$ cat src/rtl/sclgen_pkg.sv
package sclgen_pkg;

    localparam int SEL_W = 3;
    localparam int CNT_W = 10;

    typedef enum logic [1:0] {
        PH_IDLE = 2'd0,
        PH_LOW  = 2'd1,
        PH_WAIT = 2'd2,
        PH_HIGH = 2'd3
    } phase_e;

    typedef struct packed {
        phase_e             ph;
        logic [CNT_W-1:0]   cnt;
        logic [CNT_W-1:0]   half;
    } gen_st_t;

endpackage

$ cat src/rtl/sclgen_sync.sv
module sclgen_sync #(
    parameter int STAGES = 2
) (
    input  logic clk,
    input  logic rst_n,
    input  logic line_i,
    output logic lvl_o,
    output logic rise_o,
    output logic fall_o
);

    // Index STAGES-1 is the synchronized level; index STAGES holds its previous value.
    logic [STAGES:0] sh_d, sh_q;

    always_comb begin
        sh_d = {sh_q[STAGES-1:0], line_i};
    end

    always_ff @(posedge clk or negedge rst_n) begin
        if (!rst_n) sh_q <= '1;
        else        sh_q <= sh_d;
    end

    assign lvl_o  = sh_q[STAGES-1];
    assign rise_o =  sh_q[STAGES-1] & ~sh_q[STAGES];
    assign fall_o = ~sh_q[STAGES-1] &  sh_q[STAGES];

    // an edge strobe never lasts two cycles
    a_r8_rise_single: assert property (@(posedge clk) disable iff (!rst_n)
        rise_o |=> !rise_o);
    a_r8_fall_single: assert property (@(posedge clk) disable iff (!rst_n)
        fall_o |=> !fall_o);

endmodule

$ cat src/rtl/sclgen_halfsel.sv
module sclgen_halfsel
    import sclgen_pkg::*;
(
    input  logic [SEL_W-1:0] sel_i,
    output logic [CNT_W-1:0] half_o
);

    always_comb begin
        unique case (sel_i)
            3'd0:    half_o = CNT_W'(128);
            3'd1:    half_o = CNT_W'(112);
            3'd2:    half_o = CNT_W'(96);
            3'd3:    half_o = CNT_W'(80);
            3'd4:    half_o = CNT_W'(480);
            3'd5:    half_o = CNT_W'(60);
            default: half_o = CNT_W'(30);
        endcase
    end

endmodule

$ cat src/rtl/scl_clock_gen.sv
module scl_clock_gen
    import sclgen_pkg::*;
#(
    parameter int SYNC_STAGES = 2
) (
    input  logic             clk,
    input  logic             rst_n,
    input  logic             master_en,
    input  logic [SEL_W-1:0] div_sel,
    input  logic             scl_in,
    output logic             scl_drive_low,
    output logic             scl_rise,
    output logic             scl_fall,
    output logic             scl_mid_high
);

    logic             line_lvl;
    logic [CNT_W-1:0] half_sel;
    gen_st_t          st_d, st_q;

    sclgen_sync #(.STAGES(SYNC_STAGES)) u_sync (
        .clk    (clk),
        .rst_n  (rst_n),
        .line_i (scl_in),
        .lvl_o  (line_lvl),
        .rise_o (scl_rise),
        .fall_o (scl_fall)
    );

    sclgen_halfsel u_halfsel (
        .sel_i  (div_sel),
        .half_o (half_sel)
    );

    always_comb begin
        st_d = st_q;
        unique case (st_q.ph)
            PH_IDLE: begin
                st_d.ph   = PH_LOW;
                st_d.cnt  = '0;
                st_d.half = half_sel;
            end
            PH_LOW: begin
                if (st_q.cnt >= st_q.half - 1'b1) begin
                    st_d.ph  = PH_WAIT;
                    st_d.cnt = '0;
                end else begin
                    st_d.cnt = st_q.cnt + 1'b1;
                end
            end
            PH_WAIT: begin
                // High time is counted only once the shared line is seen high
                if (line_lvl) begin
                    st_d.ph   = PH_HIGH;
                    st_d.cnt  = '0;
                    st_d.half = half_sel;
                end
            end
            PH_HIGH: begin
                if (!line_lvl || st_q.cnt >= st_q.half - 1'b1) begin
                    st_d.ph   = PH_LOW;
                    st_d.cnt  = '0;
                    st_d.half = half_sel;
                end else begin
                    st_d.cnt = st_q.cnt + 1'b1;
                end
            end
            default: begin
                st_d.ph  = PH_IDLE;
                st_d.cnt = '0;
            end
        endcase
        if (!master_en) begin
            st_d.ph  = PH_IDLE;
            st_d.cnt = '0;
        end
    end

    always_ff @(posedge clk or negedge rst_n) begin
        if (!rst_n) begin
            st_q.ph   <= PH_IDLE;
            st_q.cnt  <= '0;
            st_q.half <= CNT_W'(30);
        end else begin
            st_q <= st_d;
        end
    end

    assign scl_drive_low = (st_q.ph == PH_LOW);
    assign scl_mid_high  = (st_q.ph == PH_HIGH) && (st_q.cnt == (st_q.half >> 1));

    // enabling starts a low phase on the next cycle
    a_r2_enable_starts_low: assert property (@(posedge clk) disable iff (!rst_n)
        $rose(master_en) |=> scl_drive_low);

    // disabling releases the line on the next cycle
    a_r10_disable_release: assert property (@(posedge clk) disable iff (!rst_n)
        !master_en |=> !scl_drive_low);

    // while waiting for the line to rise, the pad stays released
    a_r5_wait_holds: assert property (@(posedge clk) disable iff (!rst_n)
        (st_q.ph == PH_WAIT && !line_lvl && master_en) |=> !scl_drive_low);

    // an outside low during the high phase pulls the generator into low
    a_r7_high_abort: assert property (@(posedge clk) disable iff (!rst_n)
        (st_q.ph == PH_HIGH && !line_lvl && master_en) |=> scl_drive_low);

endmodule

$ cat config.mk
export PLATFORM = sky130hd
export DESIGN_NAME = scl_clock_gen
export DESIGN_NICKNAME = d
export VERILOG_FILES = /design/src/rtl/sclgen_pkg.sv /design/src/rtl/sclgen_sync.sv /design/src/rtl/sclgen_halfsel.sv /design/src/rtl/scl_clock_gen.sv
export SDC_FILE = /design/constraint.sdc
export NUM_CORES = 1
export LEC_CHECK = 0
export ABC_AREA = 0
export BUFFER_PORTS_ARGS = -buffer_cell sky130_fd_sc_hd__buf_2
export CAP_MARGIN = 30
export CORE_MARGIN = 2
export CORE_UTILIZATION = 30
export CTS_CLUSTER_SIZE = 30
export DETAILED_ROUTE_END_ITERATION = 10
export HOLD_SLACK_MARGIN = 0.12
export SYNTH_ARGS = -nofsm -noshare
export SYNTH_HDL_FRONTEND = slang
export SYNTH_SLANG_ARGS = --single-unit
$ cat constraint.sdc
create_clock -name clk -period 3.14 [get_ports clk]
set_input_delay 0.942 -clock clk [delete_from_list [all_inputs] [get_ports clk]]
set_output_delay 0.942 -clock clk [all_outputs]
set_load 0.1 [all_outputs]
Word-level counts from Yosys, hierarchy flattened
Cells that the tools add are included.
Operators by class
  order comparisons: 1
  add/subtract/negate cells: 2
  eq/ne operators: 14
  multiplexer cells: 10
  reductions and logical operators: 8
  bitwise operators: 4
Operators by type and width (number)
  one-hot mux 9 bit (6 select lines): 1
  one-hot mux 12 bit (4 select lines): 1
  two-way mux 10 bit: 3
  one-hot mux 10 bit (3 select lines): 1
  two-way mux 22 bit: 1
  two-way mux 12 bit: 1
  adder 10 x 1 -> 10 bit (second input constant): 1
  == test 10 x 9 -> 1 bit: 1
  >= comparator 10 bit: 1
  subtractor 10 x 1 -> 10 bit (second input constant): 1
  == test 3 x 2 -> 1 bit (second input constant): 2
  == test 3 bit (second input constant): 2
  inequality test 3 x 2 -> 1 bit (second input constant): 2
  AND reduction 3 bit: 2
  == test 2 bit (second input constant): 2
  two-way mux 2 bit: 2
  == test 3 x 1 -> 1 bit (second input constant): 1
  zero test 3 bit: 1
  inequality test 3 bit (second input constant): 1
  nonzero test 3 bit: 1
  AND 1 bit: 2
  == test 2 x 1 -> 1 bit (second input constant): 1
  zero test 2 bit: 1
  inequality test 2 x 1 -> 1 bit (second input constant): 1
  other kinds (5): 6
Storage, ports and cells
  output and inout bits: 4
  word-level logic and storage cells: 43
  register bits: 25

Logic depth before layout (Yosys ltp)
Gate-level depths: netlist of the first run.
  depth after elaboration: 6
  mapped depth: 12

Cells and area by module
From an unflattened synthesis of the first run, not the netlist that was laid out.
Second synthesis, totals
  cell total of the unflattened synthesis: 249
  area, all modules: 2128.3 um^2
Modules (own cells, without submodules)
  scl_clock_gen: area an instance 1948.1 um^2, seq. area each 555.5 um^2, cells an instance 232, instances 1
  sclgen_sync: area an instance 93.8 um^2, seq. area each 78.8 um^2, cells an instance 5, instances 1
  sclgen_halfsel: area an instance 86.3 um^2, seq. area each 0.0 um^2, cells an instance 12, instances 1

Worst setup path after synthesis of the first run
OpenSTA, ideal clock, no wires.
  path type: reg-to-output
  from: register st_q[17] (netlist name)
  to: output port scl_mid_high
  buffers on the path: 0
  path slack: 122 ps
  stages on the path, launching flop included: 5
  data arrival time: 2076 ps
  path through: dfrtp_1 > xor2_1 > nor3_1 > nand4_1 > nor2_1
Between the ends
  longest elaborated chain between the ends: 2
RTL lines
  from (decl): line scl_clock_gen.sv:19  | gen_st_t st_d, st_q;
  from (signal assigned): line scl_clock_gen.sv:85  | st_q <= st_d;
  == test 10 x 9 -> 1 bit: line scl_clock_gen.sv:90  | assign scl_mid_high = (st_q.ph == PH_HIGH) && (st_q.cnt == (st_q.half >> 1));
  logical AND 1 bit: line scl_clock_gen.sv:90
  to (decl): line scl_clock_gen.sv:14  | output logic scl_mid_high
Every way passes these cells.

Worst setup path in the final report of the first run
  from: register st_q[1] (netlist name)
  to: register st_q[7] (netlist name)
Between the ends
  longest elaborated chain between the ends: 5
RTL lines
  subtractor 10 x 1 -> 10 bit: line scl_clock_gen.sv:60  | if (!line_lvl || st_q.cnt >= st_q.half - 1'b1) begin
  >= comparator 10 bit: line scl_clock_gen.sv:60
  logical OR 1 bit: line scl_clock_gen.sv:60
  inequality test 2 bit (no source line)
  AND reduction 3 bit (no source line)
Every way passes these cells.
A chain may end at the register's enable or synchronous reset.

==> metrics.yaml, run 1 <==
critical_path:
  critPathMaxFanout: 7
  rr_worst_depth: 12
  r2r_start: "st_q[1]"
  reg2reg_to: "st_q[7]"
  criticalPathCategory: "reg2reg"
  startpoint_type: "register"
  reg2reg_slack_ns: 0.17
  critPathRequiredTime_ns: 3.29
  cp-end-kind: "register"
  arrival_ns: 3.12
layout:
  num_antenna_cells: 0
  layout.nets: 210
  syn_to_final_growth_pct: 17.3
  drive_gt1_share_pct: 23.1
  n_fill_cell: 522
route:
  ant_nets: 0
  vias: 1263
  wl_um: 3220
  drt_iter0_markers: 82
  dr.pass1.iters: 4
  viasPerCell: 4.93
  drc_errors: 0
  wl_per_cell_um: 12.6
sta:
  clock_skew_ns: 0.00342
  fin_ws_ns: 0.170
  rsz0062_at_grt: "false"
  max_freq_ghz: 0.337
  slew_headroom_pct: 61.8
  timing.setup.tns_ns: 0
  worstMarginPinSlew_ns: 0.572
  hold_viol: 0
  post-route-period-util_pct: 94.6
  setup-violations-final: 0
  slew_viol_final: 0
  fin_crit_ns: 2.97
place:
  io_buffer_count: 10
  hpwl_um: 2470
  post-place-ws_ns: 0.0444
  gp_congestion: 0.811
pwr:
  ir_drop_v: 0.000500
  leakagePower_uw: 0.000779
  cellPowerDensity_mw_per_mm2: 698
die:
  coreArea_mm2: 0.00511
  fp.dieW_um: 76.8
  placementRows: 26
  initial_utilization_pct: 31.1
  dieArea_mm2: 0.00589
  die_h_um: 76.8
  ioPinCount: 11
job:
  drv_cap: 0
global_routing:
  grt_pass1_wl_um: 5780
  grt_pass1_vias: 1224
  grt_use_total_pct: 11.9
  antenna_found_initial: 0
  grt_overflow: 0
  grt_max_degree: 23
synth:
  netlist_instances: 165
  yosys-top-cells-area: "dfrtp_1, ha_1, dfstp_2, xnor2_1, nand2_1"
  yosys-top-cells-count: "dfrtp_1, ha_1, nand2_1"
  syn_nets: 188
  synth_top_area_cell: "dfrtp_1"
  syn_avg_cell_area_um2: 9.62
  synth-async-reset-ratio_pct: 100
  synth.distinct_cells: 39
  synth_edf_count: 0
  yosysSeqAreaShare_pct: 35.1
  synth_seq_cells: 22
  ys.flop_type: "dfrtp_1"
  syn_area_mm2: 0.00159
  synth_top_area_share_pct: 25.2
  yosys_warnings: 0
cts:
  cts_hold_buf: 0
  cts.clk_slew.worst_paths_ns: 0.08
  cts_max_level: 1
  cts_buffer_depth: 2
  cts_sinks: 22
  root_buffer: "clkbuf_8"
  tritoncts: "done"
  cts_buffers: 3
  clock_latency_ns: 0.26
hold_path:
  min_to: "u_sync.sh_q[1]"
  hp-class: "reg2reg"
  hp-start: "u_sync.sh_q[0]"
  worstHoldPathCells: 0
run_status:
  status: "completed"
==> timing repair <==
| action | 4_1_cts | 5_1_grt |
|---|---|---|
| endpoints found under the hold margin | 0 | 0 |
| setup buffers | 0 | 5 |
| endpoints found under the setup margin | 0 | 8 |
| gates resized for setup | 0 | 4 |
==> cell type report <==
cell class / count / area [um2] / share of cell area, %
clock buffer: 4 / 55.1 / 2.96
inverter: 13 / 48.8 / 2.62
multi-input combinational: 127 / 987 / 53.0
sequential: 22 / 558 / 30.0
tap: 70 / 87.6 / 4.70
timing repair buffer: 20 / 125 / 6.72
==> where the power goes <==
group	leakage, uW	switching, uW	internal (uW)
clock network	0.0000288	92.9	112
registers	0.000277	68.6	354
logic	0.000473	363	308
total	0.000779	525	774
==> sequential cells by signal, indices dropped and copies added, names as in the netlist <==
name         count
st_q            19
u_sync.sh_q      3
==> how the worst max path moves through the flow <==
stage | endpoint | from | depth (start not counted)
2_1_floorplan | scl_mid_high | st_q[17] | 4
3_3_place_gp | st_q[5] | st_q[1] | 12
3_5_place_dp | st_q[5] | st_q[1] | 12
4_1_cts | st_q[5] | st_q[1] | 12
5_1_grt | st_q[5] | st_q[1] | 12
6_report | st_q[7] | st_q[1] | 12
==> per-stage QoR <==
step,util [%],power [uW],cell area [um2],hold slack (ns),std cells
5_1_grt,36.5,1400,1860,0.370,256
3_3_place_gp,34.4,1060,1760,0.349,248
3_5_place_dp,34.4,1070,1760,0.353,248
6_report,36.5,1300,1860,0.364,256
2_1_floorplan,-,912,1590,0.345,165
4_1_cts,35.5,1280,1810,0.367,252
==> cells by family (layout without fill, tap and decap cells) <==
logic type	count (synthesis)	after routing	synth area share [%]
buf+inv	16	37	3.86
simple gates	62	62	21.4
fa+ha+maj	16	16	12.6
flops	22	22	35.1
xor+xnor	11	11	6.07
compound gates	29	29	15.0
mux	9	9	5.99
==> worst max-delay path, cell delays in order, from the launching register on <==
cell	delay, ns
dfstp_2	0.53
inv_1	0.05
ha_2	0.20
nor3b_2	0.16
nand2_1	0.08
xnor2_1	0.07
ha_1	0.29
and4_4	0.23
nor3b_4	0.22
a2111oi_4	0.06
buf_4	0.19
a311oi_4	0.40
mux2_2	0.38
==> layout by cell type (no fill, tap or decap), drive strengths merged, types with 2 or more instances in the layout <==
cell type,synthesis,layout
inv,13,13
clkbuf,2,4
mux2,4,4
nor2,9,9
or3,3,3
dfstp,6,6
a41oi,5,5
nand3,8,8
nand2,16,16
nor2b,6,6
nand4,5,5
mux2i,5,5
xnor2,8,8
ha,16,16
o22ai,5,5
o311ai,2,2
xor2,3,3
nand2b,3,3
buf,1,20
nor3,3,3
nor3b,3,3
o21ai,4,4
a21oi,6,6
dfrtp,16,16
==> layer usage <==
metal,share of wire [%],vias to the layer above,wire length [um],track usage (%)
met4,0.59,0,19,2.18
met1,51,599,1650,17.5
met2,45,23,1460,18.8
met5,0,-,0,0
met3,3.0,2,97,1.76
li1,-,639,-,-
Power figures use the tool's default switching activity.
==> run 2, diff against run 1 <==
--- a/config.mk
+++ b/config.mk
@@ -13,6 +13,7 @@
 export CTS_CLUSTER_SIZE = 30
 export DETAILED_ROUTE_END_ITERATION = 10
 export HOLD_SLACK_MARGIN = 0.12
+export PLACE_DENSITY_LB_ADDON = 0.08
 export SYNTH_ARGS = -nofsm -noshare
 export SYNTH_HDL_FRONTEND = slang
 export SYNTH_SLANG_ARGS = --single-unit
==> run 2 against run 1 <==
  * Cell count decreased by 1.6%
  * Largest power group unchanged
  * Via count increased by 0.71%
  * Clock power shrank 9.8%
  * Sequential power grew 2%
  * Combinational power barely moved
  * Design area fell by 1.5%
  * Critical path type unchanged
  * Total power decreased by 0.78%
  * Routed wire length rose by 15%
  * Utilization fell by 0.54 points
==> metrics.yaml, run 2 (synthesis gave the netlist of run 1 again) <==
run_status:
  status: "completed"
pwr:
  sw_frac_of_total_pct: 42.2
  p_switching_uw: 544
  cellPowerDensity_mw_per_mm2: 703
  leakagePower_uw: 0.000765
  seqPwrFrac_pct: 33.5
  ir_drop_v: 0.000426
  power_report.internal_total_uw: 745
  share_comb_of_total_power_pct: 52.1
  p_clk_share_pct: 14.4
cts:
  cts_sinks: 22
  cts.clk_slew.worst_paths_ns: 0.08
  cts_buffer_depth: 2
  cts_buffers: 3
  clock_latency_ns: 0.26
  root_buffer: "clkbuf_8"
  cts_max_level: 1
  cts_hold_buf: 0
  tritoncts: "done"
critical_path:
  critical-path-top-delay-family: "compound AO/OA/AOI/OAI gates"
  criticalPathCategory: "reg2reg"
  crit_top_cell: "ha_1"
  crit_slowest_cell: "dfstp_2"
  cp-end-kind: "register"
  critPathMaxFanout: 11
  max_stage_delay_ns: 0.57
  startpoint_type: "register"
  critPathBufInv: 2
  path_cells: "inv_1, ha_1, nand3_1, xor2_1, ha_1, a21oi_1, o21ai_0, a2111oi_4, buf_6, nand3_4, o311ai_2"
  critPathRequiredTime_ns: 3.31
  arrival_ns: 3.16
sta:
  fin_crit_ns: 2.99
  rsz0062_at_grt: "true"
  setup-violations-final: 0
  slew_viol_final: 0
  hold_ws_ns: 0.359
  timing.setup.tns_ns: 0
  hold_viol: 0
  post-route-period-util_pct: 95.2
  worstMarginPinSlew_ns: 0.814
  max_freq_ghz: 0.334
  slew_headroom_pct: 45.6
  clock_skew_ns: 0.00197
layout:
  largest_register_ffs: 19
  fin_util_pct: 35.9
  regMostFlops: "st_q"
  drive_gt1_share_pct: 20.9
  syn_to_final_growth_pct: 15.5
  largest_registers: "st_q x19, u_sync.sh_q x3"
  layout.nets: 206
  most-common-layout-cells: "nand2_1, ha_1, dfrtp_1, inv_1, buf_2"
  num_antenna_cells: 0
global_routing:
  grt_pass1_wl_um: 6410
  grt_max_degree: 23
  grt_overflow: 0
  grt_pass1_vias: 1270
  antenna_found_initial: 0
  grt_use_total_pct: 13.6
route:
  vias: 1272
  drt_iter0_markers: 80
  wl_per_cell_um: 14.7
  wl_um: 3720
  drc_errors: 0
  ant_nets: 0
  dr.pass1.iters: 6
  viasPerCell: 5.05
die:
  placementRows: 26
  coreArea_mm2: 0.00511
  fp.dieW_um: 76.8
  initial_utilization_pct: 31.1
  die_h_um: 76.8
  dieArea_mm2: 0.00589
  ioPinCount: 11
place:
  gp_congestion: 0.778
  io_buffer_count: 10
  hpwl_um: 2820
job:
  drv_cap: 0
hold_path:
  hp-class: "reg2reg"
## run 2: power by group through the flow
stage | combinational [uW] | sequential [uW] | clock (uW)
6_report | 671 | 432 | 185
5_1_grt | 744 | 445 | 205
4_1_cts | 640 | 431 | 197
3_5_place_dp | 638 | 436 | 0
3_3_place_gp | 630 | 432 | 0
2_1_floorplan | 494 | 418 | 0
## run 2: worst register-to-register path: cells and delay by family, from the launching register on
kind	cells	cell delay (ns)
fa+ha+maj	2	0.51
simple gates	2	0.25
xor+xnor	1	0.17
buf+inv	2	0.27
compound gates	4	1.12
flops	1	0.57
## run 2: area by class of cell
type / count / area, um2
multi-input cells: 127 / 996
inverters: 13 / 48.8
clock buffers: 4 / 45.0
fillers: 546 / 3270
well taps: 70 / 87.6
repair buffers: 16 / 98.8
flip-flops and latches: 22 / 558
## run 2: path summary, 6_finish.rpt
kind                                        to  depth (start not counted)  slack (ns)            from
worst min register to register  u_sync.sh_q[1]                          0        0.36  u_sync.sh_q[0]
worst max register to register        st_q[19]                         11        0.15         st_q[3]
worst min-delay path            u_sync.sh_q[1]                          0        0.36  u_sync.sh_q[0]
worst max-delay path                  st_q[19]                         11        0.15         st_q[3]
min in group asynchronous             st_q[21]                          1        0.65           rst_n
max in group asynchronous              st_q[4]                          1        2.12           rst_n
## run 2: per-stage QoR
| step | worst slack, ns | total power, uW | instance area (um2) | std cells |
|---|---|---|---|---|
| after floorplan | 0.122 | 912 | 1590 | 165 |
| after global placement | 0.106 | 1060 | 1740 | 246 |
| after detailed placement | 0.0823 | 1070 | 1740 | 246 |
| after CTS | 0.0325 | 1270 | 1790 | 250 |
| after global routing | -0.0213 | 1390 | 1830 | 252 |
| final | 0.149 | 1290 | 1830 | 252 |
## run 2: layer usage
metal	track usage, %	part of all wire, %	wire length, um	vias up
li1	-	-	-	633
met1	18.9	49	1830	607
met2	20.8	46	1720	24
met3	1.88	2.0	76	8
met4	6.36	2.4	89	0
met5	0	0	0	-
## run 2: what timing repair did
item,4_1_cts,5_1_grt
resized for setup,0,5
setup buffers,0,2
endpoints found under the setup margin,0,14
==> run 3, diff against run 2 <==
--- a/config.mk
+++ b/config.mk
@@ -13,6 +13,7 @@
 export CTS_CLUSTER_SIZE = 30
 export DETAILED_ROUTE_END_ITERATION = 10
 export HOLD_SLACK_MARGIN = 0.12
+export MAX_ROUTING_LAYER = met4
 export PLACE_DENSITY_LB_ADDON = 0.08
 export SYNTH_ARGS = -nofsm -noshare
 export SYNTH_HDL_FRONTEND = slang
==> run 3 against run 2 <==
  * Die area unchanged
  * Combinational power about the same
  * Sequential power about the same
  * Fmax increased by 0.64%
  * Sequential share of layout area unchanged
  * Critical endpoint unchanged
  * Via count increased by 0.47%
  * Non-clock buffer count unchanged
  * Clock skew about the same
  * Critical path depth unchanged
  * Largest power group unchanged
==> metrics.yaml, run 3 (synthesis gave the netlist of run 1 again) <==
run_status:
  status: "completed"
critical_path:
  arrival_ns: 3.14
  critical-path-top-delay-family: "compound AO/OA/AOI/OAI gates"
  critPathLaunch: "st_q[3]"
  criticalPathCategory: "reg2reg"
  startpoint_type: "register"
  crit_slowest_cell: "dfstp_2"
  critPathMaxFanout: 11
  max_stage_delay_ns: 0.57
  critPathRequiredTime_ns: 3.31
  critPathBufInv: 2
  reg2reg_slack_ns: 0.17
  crit_top_cell: "ha_1"
  path_cells: "inv_1, ha_1, nand3_1, xor2_1, ha_1, a21oi_1, o21ai_0, a2111oi_4, buf_6, nand3_4, o311ai_2"
  cp-end-kind: "register"
  r2r_start: "st_q[3]"
cts:
  cts_buffers: 3
  cts_hold_buf: 0
  cts.clk_slew.worst_paths_ns: 0.08
  cts_buffer_depth: 2
  tritoncts: "done"
  cts_sinks: 22
  root_buffer: "clkbuf_8"
  cts_max_level: 1
  clock_latency_ns: 0.26
route:
  ant_nets: 0
  wl_um: 3700
  wl_per_cell_um: 14.7
  viasPerCell: 5.07
  drt_iter0_markers: 101
  vias: 1278
  dr.pass1.iters: 4
  drc_errors: 0
pwr:
  sw_frac_of_total_pct: 42.1
  power_uw: 1290
  p_switching_uw: 542
  leakagePower_uw: 0.000765
  ir_drop_v: 0.000425
  share_comb_of_total_power_pct: 52.1
  cellPowerDensity_mw_per_mm2: 702
  power_report.internal_total_uw: 745
  seqPwrFrac_pct: 33.5
  p_clk_share_pct: 14.4
job:
  drv_cap: 0
layout:
  largest_registers: "st_q x19, u_sync.sh_q x3"
  regMostFlops: "st_q"
  seqCellArea_um2: 558
  layout.cells.non_filler: 252
  drive_gt1_share_pct: 20.9
  syn_to_final_growth_pct: 15.5
  most-common-layout-cells: "nand2_1, ha_1, dfrtp_1, inv_1, buf_2"
  layout.nets: 206
  n_fill_cell: 546
  largest_register_ffs: 19
  num_antenna_cells: 0
  multi_input_area_um2: 996
sta:
  rsz0062_at_grt: "true"
  slew_headroom_pct: 45.4
  timing.setup.tns_ns: 0
  setup-violations-final: 0
  worstMarginPinSlew_ns: 0.817
  fin_crit_ns: 2.97
  clock_skew_ns: 0.00206
  post-route-period-util_pct: 94.6
  slew_viol_final: 0
  max_freq_ghz: 0.336
  hold_viol: 0
global_routing:
  grt_pass1_wl_um: 6400
  use_met2_pct: 20.8
  met3_usage_pct: 1.88
  grt_max_degree: 23
  met1_usage_pct: 18.8
  grt_pass1_vias: 1271
  grt_use_total_pct: 13.9
  antenna_found_initial: 0
  gr-max-usage-layer: "met2"
  grt_overflow: 0
die:
  die_h_um: 76.8
  ioPinCount: 11
  initial_utilization_pct: 31.1
  fp.dieW_um: 76.8
  coreArea_mm2: 0.00511
  placementRows: 26
  dieArea_mm2: 0.00589
hold_path:
  hp-class: "reg2reg"
  hp-start: "u_sync.sh_q[0]"
place:
  dpl.cell_count: 246
  hpwl_um: 2820
  io_buffer_count: 10
  gp_congestion: 0.788
## run 3: metal layers
layer | routed length [um] | vias to the layer above
met1 | 1800 | 608
met3 | 100 | 8
met5 | 0 | -
li1 | - | 634
met2 | 1710 | 28
met4 | 88 | 0
## run 3: stage by stage
| step | hold WS, ns | util, % | area [um2] | worst slack, ns |
|---|---|---|---|---|
| after global placement | 0.351 | 34.1 | 1740 | 0.106 |
| after CTS | 0.361 | 35.0 | 1790 | 0.0325 |
| after detailed placement | 0.349 | 34.1 | 1740 | 0.0823 |
| after floorplan | 0.345 | - | 1590 | 0.122 |
| after global routing | 0.368 | 35.9 | 1830 | -0.0205 |
| final | 0.359 | 35.9 | 1830 | 0.168 |
## run 3: final cells by class
| type | instances | area share, % |
|---|---|---|
| multi-input cells | 127 | 54.3 |
| flip-flops and latches | 22 | 30.4 |
| repair buffers | 16 | 5.39 |
| well taps | 70 | 4.77 |
| inverters | 13 | 2.66 |
| clock buffers | 4 | 2.46 |
## run 3: timing repair
item	in CTS	in global routing
setup buffers	0	2
setup endpoints to repair	0	14
resized for setup	0	5
## run 3: worst paths after layout
path                                        to  depth (start not counted)
worst max-delay path                  st_q[19]                         11
max in group asynchronous              st_q[4]                          1
min in group asynchronous             st_q[21]                          1
worst min register to register  u_sync.sh_q[1]                          0
worst min-delay path            u_sync.sh_q[1]                          0
worst max register to register        st_q[19]                         11
## run 3: power by group through the flow
stage | sequential, uW | clock [uW] | combinational, uW
6_report | 432 | 185 | 671
5_1_grt | 444 | 205 | 744
4_1_cts | 431 | 197 | 640
3_5_place_dp | 436 | 0 | 638
3_3_place_gp | 432 | 0 | 630
2_1_floorplan | 418 | 0 | 494
